--- config.mk ---
export PLATFORM = sky130hd
export DESIGN_NAME = strm_cmd_source
export DESIGN_NICKNAME = d
export VERILOG_FILES = /design/src/rtl/strm_cmd_pkg.sv /design/src/rtl/strm_cmd_screen.sv /design/src/rtl/strm_cmd_fifo.sv /design/src/rtl/strm_cmd_engine.sv /design/src/rtl/strm_cmd_source.sv
export SDC_FILE = /design/constraint.sdc
export NUM_CORES = 1
export LEC_CHECK = 0
export ABC_AREA = 1
export ABC_CLOCK_PERIOD_IN_PS = 5800
export CAP_MARGIN = 20
export CELL_PAD_IN_SITES_DETAIL_PLACEMENT = 1
export CELL_PAD_IN_SITES_GLOBAL_PLACEMENT = 1
export CORE_ASPECT_RATIO = 0.6
export CORE_UTILIZATION = 49
export CTS_CLUSTER_DIAMETER = 50
export DETAILED_ROUTE_END_ITERATION = 8
export PLACE_DENSITY = 0.85
export RECOVER_POWER = 100
export SLEW_MARGIN = 20
export SYNTH_ARGS = -nofsm -noshare
export SYNTH_HDL_FRONTEND = slang
export SYNTH_SLANG_ARGS = --single-unit
export TNS_END_PERCENT = 20
--- constraint.sdc ---
create_clock -name clk -period 5.8 [get_ports clk]
set_input_delay 0.87 -clock clk [delete_from_list [all_inputs] [get_ports clk]]
set_output_delay 0.87 -clock clk [all_outputs]
set_load 0.02 [all_outputs]
--- src/rtl/strm_cmd_pkg.sv ---
package strm_cmd_pkg;

    localparam int DATA_W = 32;
    localparam int LEN_W  = 16;
    localparam int STRB_W = DATA_W / 8;

    typedef enum logic [1:0] {
        OP_SINGLE = 2'b00,
        OP_BURST  = 2'b01,
        OP_PAUSE  = 2'b10,
        OP_RSVD   = 2'b11
    } op_e;

    typedef struct packed {
        op_e               op;
        logic [DATA_W-1:0] data;
        logic              last;
        logic [LEN_W-1:0]  len;
    } cmd_t;

    typedef enum logic [1:0] {
        ST_IDLE = 2'b00,
        ST_BEAT = 2'b01,
        ST_GAP  = 2'b10
    } st_e;

    typedef struct packed {
        st_e               st;
        logic              valid;
        logic [DATA_W-1:0] data;
        logic              last;
        logic [LEN_W-1:0]  cnt;
    } eng_t;

endpackage

--- src/rtl/strm_cmd_screen.sv ---
module strm_cmd_screen
    import strm_cmd_pkg::*;
(
    input  cmd_t cmd,
    output logic keep
);
    // Only commands that change the stream are worth a queue slot.
    always_comb begin
        case (cmd.op)
            OP_SINGLE: keep = 1'b1;
            OP_BURST:  keep = (cmd.len != '0);
            OP_PAUSE:  keep = (cmd.len != '0);
            default:   keep = 1'b0;
        endcase
    end
endmodule

--- src/rtl/strm_cmd_fifo.sv ---
module strm_cmd_fifo
    import strm_cmd_pkg::*;
#(
    parameter int DEPTH = 4
) (
    input  logic clk,
    input  logic rst_n,
    input  logic wr_en,
    input  cmd_t wr_cmd,
    output logic full,
    input  logic rd_en,
    output cmd_t rd_cmd,
    output logic rd_avail
);
    localparam int PW = (DEPTH > 1) ? $clog2(DEPTH) : 1;
    localparam int CW = $clog2(DEPTH + 1);

    typedef struct packed {
        logic [PW-1:0] wp;
        logic [PW-1:0] rp;
        logic [CW-1:0] cnt;
    } ctl_t;

    ctl_t ctl_d, ctl_q;
    logic wr_ok, rd_ok;
    cmd_t slot_w [DEPTH];

    function automatic logic [PW-1:0] bump(input logic [PW-1:0] p);
        return (p == PW'(DEPTH - 1)) ? '0 : p + 1'b1;
    endfunction

    assign full     = (ctl_q.cnt == CW'(DEPTH));
    assign rd_avail = (ctl_q.cnt != '0);
    assign rd_cmd   = slot_w[ctl_q.rp];

    always_comb begin
        ctl_d = ctl_q;
        wr_ok = wr_en && !full;
        rd_ok = rd_en && rd_avail;
        if (wr_ok) ctl_d.wp = bump(ctl_q.wp);
        if (rd_ok) ctl_d.rp = bump(ctl_q.rp);
        case ({wr_ok, rd_ok})
            2'b10:   ctl_d.cnt = ctl_q.cnt + 1'b1;
            2'b01:   ctl_d.cnt = ctl_q.cnt - 1'b1;
            default: ctl_d.cnt = ctl_q.cnt;
        endcase
    end

    always_ff @(posedge clk) begin
        if (!rst_n) ctl_q <= '0;
        else        ctl_q <= ctl_d;
    end

    for (genvar i = 0; i < DEPTH; i++) begin : g_slot
        cmd_t ent_q;
        always_ff @(posedge clk) begin
            if (wr_ok && ctl_q.wp == PW'(i)) ent_q <= wr_cmd;
        end
        assign slot_w[i] = ent_q;
    end
endmodule

--- src/rtl/strm_cmd_engine.sv ---
module strm_cmd_engine
    import strm_cmd_pkg::*;
(
    input  logic              clk,
    input  logic              rst_n,
    input  cmd_t              head,
    input  logic              head_valid,
    output logic              pop,
    input  logic              out_ready,
    output logic              out_valid,
    output logic [DATA_W-1:0] out_data,
    output logic              out_last,
    output logic              busy
);
    eng_t eng_d, eng_q;
    logic finish;

    // Next state when a command is taken from the queue head.
    function automatic eng_t launch(input cmd_t c, input eng_t cur);
        eng_t n;
        n = cur;
        case (c.op)
            OP_SINGLE: begin
                n.st    = ST_BEAT;
                n.valid = 1'b1;
                n.data  = c.data;
                n.last  = c.last;
                n.cnt   = LEN_W'(1);
            end
            OP_BURST: begin
                n.st    = ST_BEAT;
                n.valid = 1'b1;
                n.data  = c.data;
                n.last  = (c.len == LEN_W'(1));
                n.cnt   = c.len;
            end
            default: begin
                n.st    = ST_GAP;
                n.valid = 1'b0;
                n.last  = 1'b0;
                n.cnt   = c.len;
            end
        endcase
        return n;
    endfunction

    always_comb begin
        eng_d  = eng_q;
        finish = 1'b0;
        pop    = 1'b0;
        case (eng_q.st)
            ST_BEAT: begin
                if (out_ready) begin
                    if (eng_q.cnt == LEN_W'(1)) begin
                        finish = 1'b1;
                    end else begin
                        eng_d.cnt  = eng_q.cnt - 1'b1;
                        eng_d.data = eng_q.data + DATA_W'(1);
                        eng_d.last = (eng_q.cnt == LEN_W'(2));
                    end
                end
            end
            ST_GAP: begin
                if (eng_q.cnt == LEN_W'(1)) finish = 1'b1;
                else                        eng_d.cnt = eng_q.cnt - 1'b1;
            end
            default: finish = 1'b1;
        endcase
        if (finish) begin
            if (head_valid) begin
                pop   = 1'b1;
                eng_d = launch(head, eng_q);
            end else begin
                eng_d.st    = ST_IDLE;
                eng_d.valid = 1'b0;
                eng_d.last  = 1'b0;
                eng_d.cnt   = '0;
            end
        end
    end

    always_ff @(posedge clk) begin
        if (!rst_n) begin
            eng_q.st    <= ST_IDLE;
            eng_q.valid <= 1'b0;
            eng_q.data  <= '0;
            eng_q.last  <= 1'b0;
            eng_q.cnt   <= '0;
        end else begin
            eng_q <= eng_d;
        end
    end

    assign out_valid = eng_q.valid;
    assign out_data  = eng_q.data;
    assign out_last  = eng_q.last;
    assign busy      = (eng_q.st != ST_IDLE);
endmodule

--- src/rtl/strm_cmd_source.sv ---
module strm_cmd_source
    import strm_cmd_pkg::*;
#(
    parameter int CMD_DEPTH = 4
) (
    input  logic              clk,
    input  logic              rst_n,
    input  logic              cmd_valid,
    output logic              cmd_ready,
    input  logic [1:0]        cmd_op,
    input  logic [DATA_W-1:0] cmd_data,
    input  logic              cmd_last,
    input  logic [LEN_W-1:0]  cmd_len,
    output logic [DATA_W-1:0] m_tdata,
    output logic [STRB_W-1:0] m_tstrb,
    output logic              m_tlast,
    output logic              m_tvalid,
    input  logic              m_tready,
    output logic              idle
);
    cmd_t in_cmd, head_cmd;
    logic keep, q_full, q_avail, q_pop, eng_busy;

    assign in_cmd = '{op: op_e'(cmd_op), data: cmd_data, last: cmd_last, len: cmd_len};

    strm_cmd_screen screen_i (
        .cmd  (in_cmd),
        .keep (keep)
    );

    strm_cmd_fifo #(.DEPTH(CMD_DEPTH)) fifo_i (
        .clk      (clk),
        .rst_n    (rst_n),
        .wr_en    (cmd_valid && keep),
        .wr_cmd   (in_cmd),
        .full     (q_full),
        .rd_en    (q_pop),
        .rd_cmd   (head_cmd),
        .rd_avail (q_avail)
    );

    strm_cmd_engine engine_i (
        .clk        (clk),
        .rst_n      (rst_n),
        .head       (head_cmd),
        .head_valid (q_avail),
        .pop        (q_pop),
        .out_ready  (m_tready),
        .out_valid  (m_tvalid),
        .out_data   (m_tdata),
        .out_last   (m_tlast),
        .busy       (eng_busy)
    );

    assign cmd_ready = !q_full;
    assign m_tstrb   = '1;
    assign idle      = !eng_busy && !q_avail;
endmodule

# After elaboration in Yosys (flattened, before gate mapping)
# Index checks and enable logic that the tools add are counted.
# W data, S select, Z words.
dict set report op_classes {
  n_mux 24
  n_lt_le_gt_ge 1
  eq_ne 20
  add_sub_neg 6
  bitwise_logic 1
  reduce_logical 25
}
# op n
set ops {}
lappend ops {{$mux W49} 3}
lappend ops {{$bmux W51 S2} 1}
lappend ops {{$mux W51} 2}
lappend ops {{$mux W32} 2}
lappend ops {{$pmux W17 S2} 1}
lappend ops {{$mux W33} 1}
lappend ops {{$add A32 B1 Y32 const B} 1}
lappend ops {{$eq A16 B1 Y1 const B} 2}
lappend ops {{$pmux W16 S2} 1}
lappend ops {{$mux W17} 1}
lappend ops {{$eq A16 B2 Y1 const B} 1}
lappend ops {{$mux W16} 1}
lappend ops {{$reduce_bool A16 Y1} 1}
lappend ops {{$sub A16 B1 Y16 const B} 1}
lappend ops {{$eq A2 B2 Y1 const B} 6}
lappend ops {{$eq A2 B1 Y1 const B} 5}
lappend ops {{$ne A3 B2 Y1 const B} 3}
lappend ops {{$logic_and A1 B1 Y1} 8}
lappend ops {{$reduce_bool A2 Y1} 4}
lappend ops {{$logic_not A2 Y1} 3}
lappend ops {{$mux W3} 2}
lappend ops {{$pmux W3 S2} 1}
lappend ops {{$reduce_bool A3 Y1} 2}
lappend ops {{$add A2 B1 Y2 const B} 2}
lappend ops {{other kinds (14)} 22}
dict set report totals {
  elab_cells 101
  output_inout_bits 40
  in_bits 55
  regBits 263
}

# Logic depth before layout (Yosys ltp)
dict set report logic_depth {
  word_depth 9
  mapped_depth 16
  depth_no_buf 15
}

# Cells and area by module
# From an unflattened synthesis, not the netlist that was laid out.
dict set report hier_totals {
  cells_unflattened 1277
  hier_area_um2 12284.3
}
# module n_inst cells_per_inst area_each_um2 seq_area_each_um2
set modules_own_cells {}
lappend modules_own_cells {strm_cmd_fifo 1 560 7992.7 6266.0}
lappend modules_own_cells {strm_cmd_engine 1 686 4141.5 1021.0}
lappend modules_own_cells {strm_cmd_screen 1 22 101.3 0.0}
lappend modules_own_cells {strm_cmd_source 1 9 48.8 0.0}

# Worst setup path before layout
# No wires, ideal clock.
dict set report synth_timing {
  path_kind {in2reg}
  start {in cmd_op[0]}
  end {reg fifo_i.g_slot[0].ent_q[0] in the netlist's numbering, enable pin}
  path_buffers 0
  arrival_time_ns 3.577
  stages 4
  t_required_ns 5.340
  setup_time_ns 0.460
  path_slack_ns 1.763
  cell_sequence {ha_1 > nor3b_1 > nand2_1 > nor2_1}
}
dict set report synth_via {
  elab_chain_len 6
  word_cells_on_any_way 8
  cone_classes {eq/ne (2); mux (1); reduce/logical (5)}
}
# item line
set synth_lines {}
lappend synth_lines {{start, declared} strm_cmd_source.sv:10} ;# input logic [1:0] cmd_op,
lappend synth_lines {{$eq A2 B1 Y1 / $eq A2 B2 Y1 (equally long branches)} strm_cmd_screen.sv:9} ;# case (cmd.op)
lappend synth_lines {{$reduce_or A2 Y1 (no line)} n/a}
lappend synth_lines {{$pmux W1 S2 *} strm_cmd_screen.sv:9}
lappend synth_lines {{$logic_and A1 B1 Y1 *} strm_cmd_source.sv:34} ;# .wr_en (cmd_valid && keep),
lappend synth_lines {{$logic_and A1 B1 Y1 *} strm_cmd_fifo.sv:38} ;# wr_ok = wr_en && !full;
lappend synth_lines {{$logic_and A1 B1 Y1 *} strm_cmd_fifo.sv:57} ;# if (wr_ok && ctl_q.wp == PW'(i)) ent_q <= wr_cmd;
lappend synth_lines {{end signal, assigned} strm_cmd_fifo.sv:57}
lappend synth_lines {{end, declared} strm_cmd_fifo.sv:55} ;# cmd_t ent_q;
# Every way passes the cells marked *; elsewhere a longest branch is shown, timed or not.
# A chain may end at the register's enable or synchronous reset.

# Worst setup path after layout
dict set report layout_timing {
  start {in m_tready}
  end {reg fifo_i.ctl_q[1] in the netlist's numbering}
}
dict set report layout_via {
  elab_chain_len 6
  word_cells_on_any_way 8
  cone_classes {eq/ne (2); mux (4); reduce/logical (2)}
}
# item line
set layout_lines {}
lappend layout_lines {{start, declared} strm_cmd_source.sv:18} ;# input logic m_tready,
lappend layout_lines {{$mux W1 *} strm_cmd_engine.sv:53} ;# if (out_ready) begin
lappend layout_lines {{$pmux W1 S2 *} strm_cmd_engine.sv:51} ;# case (eng_q.st)
lappend layout_lines {{$mux W1 *} strm_cmd_engine.sv:69} ;# if (finish) begin
lappend layout_lines {{$logic_and A1 B1 Y1 *} strm_cmd_fifo.sv:39} ;# rd_ok = rd_en && rd_avail;
lappend layout_lines {{$eq A2 B1 Y1 / $eq A2 B2 Y1 (equally long branches)} strm_cmd_fifo.sv:42} ;# case ({wr_ok, rd_ok})
lappend layout_lines {{$pmux W3 S2 / $reduce_bool A2 Y1 (equally long branches)} n/a}
lappend layout_lines {{end signal, assigned} strm_cmd_fifo.sv:51} ;# else ctl_q <= ctl_d;
lappend layout_lines {{end, declared} strm_cmd_fifo.sv:24} ;# ctl_t ctl_d, ctl_q;
# Marked as above.

==> results.sh <==
export IMPL_tightest_slew_ns=1.95
export IMPL_cts_sinks=262
export IMPL_first_iter_violations=974
export IMPL_swShare_pct=41.7
export IMPL_n_antenna_cell=0
export IMPL_htreeDepth=1
export IMPL_yosysWarnings=0
export IMPL_synth_cell_type_count=44
export IMPL_power_density_mw_per_mm2=502
export IMPL_fill_cells=2706
export IMPL_drv_cap=6
export IMPL_synthArstFlopShare_pct=0
export IMPL_syn_mean_instance_area_um2=9.46
export IMPL_ys_seq_area_share_pct=59.4
export IMPL_relSlewSlack_pct=-29.9
export IMPL_num_rows=44
export IMPL_clk_pin_slew_ns=0.07
export IMPL_period_needed_ns=4.45
export IMPL_clockBufferDepth=3
export IMPL_rsz0062_at_grt="false"
export IMPL_post_dp_hpwl_um=24600
export IMPL_cts_tree="done"
export IMPL_clockRootBuffer="clkbuf_16"
export IMPL_tns_ns=0
export IMPL_nets=1414
export IMPL_critPathKind="input pin to register"
export IMPL_postSynthCellCount=1297
export IMPL_coreArea_mm2=0.0244
export IMPL_drc=10
export IMPL_synth_seq_cells=262
export IMPL_cp_arrival_ns=4.96
export IMPL_grt_pass1_wl_um=56800
export IMPL_finalHoldViolCount=0
export IMPL_combPwrFrac_pct=37.9
export IMPL_grt_pass1_vias=9740
export IMPL_yosysTopAreaCell="edfxtp_1"
export IMPL_pre_cts_ws_ns=1.79
export IMPL_netlist_area_mm2=0.0123
export IMPL_hold_ws_ns=0.497
export IMPL_synth_top_flop_cell="edfxtp_1"
export IMPL_syn_to_final_growth_pct=14.7
export IMPL_setup_violations=0
export IMPL_internal_power_mw=4.11
export IMPL_hold_path_class="register to register"
export IMPL_wl_per_cell_um=21.8
export IMPL_postCtsSetupBuffers=0
export IMPL_grt_overflow_total=0
export IMPL_required_ns=6.31
export IMPL_crit_path_end_kind="register"
export IMPL_r2r_cells=10
export IMPL_violations="DRC, capacitance limit, slew limit"
export IMPL_drtAntennaViolNets=0
export IMPL_via_per_inst=5.73
export IMPL_gp_congestion=0.843
export IMPL_hold_depth=2
export IMPL_report_final_slew_viol_count=273
export IMPL_track_usage_pct=29.3
export IMPL_wl_um=36700
export IMPL_die_w_um=206
export IMPL_numPortBuffers=90
export IMPL_dieArea_mm2=0.0257
export IMPL_die_h_um=125
export IMPL_p_seq_share_pct=35.9
export IMPL_hold_buffers=0
export IMPL_status="finished with violations"
export IMPL_worstPathMaxFanout=42
export IMPL_irDropWorstVdd_uv=289
export IMPL_fmax_ghz=0.225
export IMPL_synth_top_area_share_pct=49.9
export IMPL_p_leak_nw=5.47
export IMPL_p_total_mw=7.06
export IMPL_switchingPower_mw=2.95
export IMPL_setup_ws_ns=1.35
export IMPL_grt_max_degree=96
export IMPL_crit_path_start_kind="input pin"
export IMPL_post_route_util_pct=57.7
export IMPL_initial_utilization_pct=50.3
export IMPL_clk_insertion_delay_late_ns=0.57
export IMPL_synthTopCellsByArea="edfxtp_1 50%, dfxtp_1 9.5%, nand2_1 9.5%, nand3_1 4.6%, o21ai_0 3.8%"
export IMPL_firstDrtPassIters=9
export IMPL_antenna_found_initial=1
export IMPL_synth_edff_count=204
export IMPL_period_share_pct=76.7
export IMPL_pwr_share_clk_pct=26.2
export IMPL_cts_made_buffers=27
export IMPL_vias=9661
export IMPL_finClkSkew_ns=0.0157
export IMPL_ctsResizeCount=0
export IMPL_ios=95
export IMPL_drive_above_1_share_pct=5.94
logic make-up (layout without fill, tap and decap cells):
| logic type | after synthesis | in the layout | synth area share [%] |
|---|---|---|---|
| simple gates | 601 | 601 | 21.4 |
| flops | 262 | 262 | 59.4 |
| buf+inv | 215 | 279 | 8.13 |
| compound gates | 194 | 194 | 8.77 |
| fa+ha+maj | 16 | 16 | 1.69 |
| xor+xnor | 8 | 8 | 0.571 |
| other cells | 1 | 4 | 0.0306 |
cells in the final DEF (no fill, tap or decap), types with 7 or more instances in the layout:
master and n:
a21oi_1 51, clkbuf_16 27, dfxtp_1 58, dlygate4sd3_1 88
edfxtp_1 204, ha_1 15, inv_1 120, inv_2 7
nand2_1 311, nand3_1 113, nand4_1 28, nor2_1 111
nor2_4 10, nor3_1 11, o21ai_0 95, o22ai_1 27
worst paths after layout:
check	slack, ns	endpoint	start
setup reg to reg	1.41	engine_i.out_data[13]$_SDFFE_PN0P_	fifo_i.ctl_q[3]$_SDFFE_PN0P_
hold reg to reg	0.50	engine_i.eng_q[51]$_SDFFE_PN0N_	engine_i.eng_q[51]$_SDFFE_PN0N_
hold / removal	0.50	engine_i.eng_q[51]$_SDFFE_PN0N_	engine_i.eng_q[51]$_SDFFE_PN0N_
setup / recovery	1.35	fifo_i.ctl_q[1]$_SDFFE_PN0P_	m_tready
power by group through the flow:
stage / registers [mW] / clock network (mW) / logic (mW)
6_report: 2.54 / 1.85 / 2.67
5_1_grt: 2.56 / 1.93 / 2.95
4_1_cts: 2.53 / 1.87 / 2.71
3_5_place_dp: 2.57 / 0 / 2.67
3_3_place_gp: 2.55 / 0 / 2.54
2_1_floorplan: 2.48 / 0 / 1.92
metrics by stage:
step / instance area, µm² / std cells
2_1_floorplan: 12300 / 1300
3_3_place_gp: 13200 / 1635
3_5_place_dp: 13200 / 1635
4_1_cts: 14100 / 1685
5_1_grt: 14100 / 1686
6_report: 14100 / 1686
final cells by class:
| class | instances | area, µm² | area share (%) |
|---|---|---|---|
| clock buffer | 28 | 679 | 4.83 |
| clock inverter | 22 | 248 | 1.76 |
| inverter | 128 | 480 | 3.41 |
| multi-input combinational | 823 | 3990 | 28.3 |
| sequential | 262 | 7290 | 51.8 |
| tap | 322 | 403 | 2.86 |
| timing repair buffer | 101 | 988 | 7.02 |
per-layer routing:
layer | GRT usage [%] | vias to the layer above | share of wire, %
li1 | - | 4465 | -
met4 | 5.58 | 2 | 1.8
met2 | 42.8 | 337 | 44
met3 | 5.81 | 57 | 7.1
met1 | 45.0 | 4800 | 48
met5 | 0 | - | 0.035
critical path, stage by stage:
cell           delay, ns
dlygate4sd3_1       0.57
nand2_1             0.07
inv_1               0.12
o211ai_1            0.28
nand2_4             0.10
nand2_1             1.20
inv_1               0.56
ha_1                0.38
inv_1               0.10
fa_1                0.43
nor2_1              0.11
a21oi_1             0.05
nor2_1              0.09
synth_stat cells, types with 2 or more instances:
| cell | count |
|---|---|
| xnor2_1 | 2 |
| dfxtp_1 | 58 |
| buf_2 | 20 |
| nor2_4 | 6 |
| edfxtp_1 | 204 |
| o21bai_1 | 2 |
| o22ai_1 | 27 |
| a21oi_1 | 51 |
| o21ai_1 | 2 |
| xor2_1 | 6 |
| o21ai_0 | 94 |
| nand3b_1 | 2 |
| a32o_1 | 5 |
| nand2_2 | 3 |
| nor2_1 | 115 |
| nor2_2 | 3 |
| clkbuf_1 | 22 |
| nand2_1 | 309 |
| nand4_1 | 28 |
| nor3_1 | 11 |
| a31oi_1 | 6 |
| inv_2 | 7 |
| buf_4 | 42 |
| nand2_4 | 3 |
| inv_1 | 121 |
| nor4_1 | 3 |
| o211ai_1 | 2 |
| buf_1 | 2 |
| nand3_1 | 112 |
| ha_1 | 15 |
flip-flops by register name, summed over array words and instances (netlist names):
| name | count |
|---|---|
| engine_i.out_data | 32 |
| engine_i.out_last | 1 |
| engine_i.eng_q | 18 |
| fifo_i.g_slot.ent_q | 204 |
| fifo_i.ctl_q | 7 |
No activity file was read; power rests on OpenSTA's default activity.
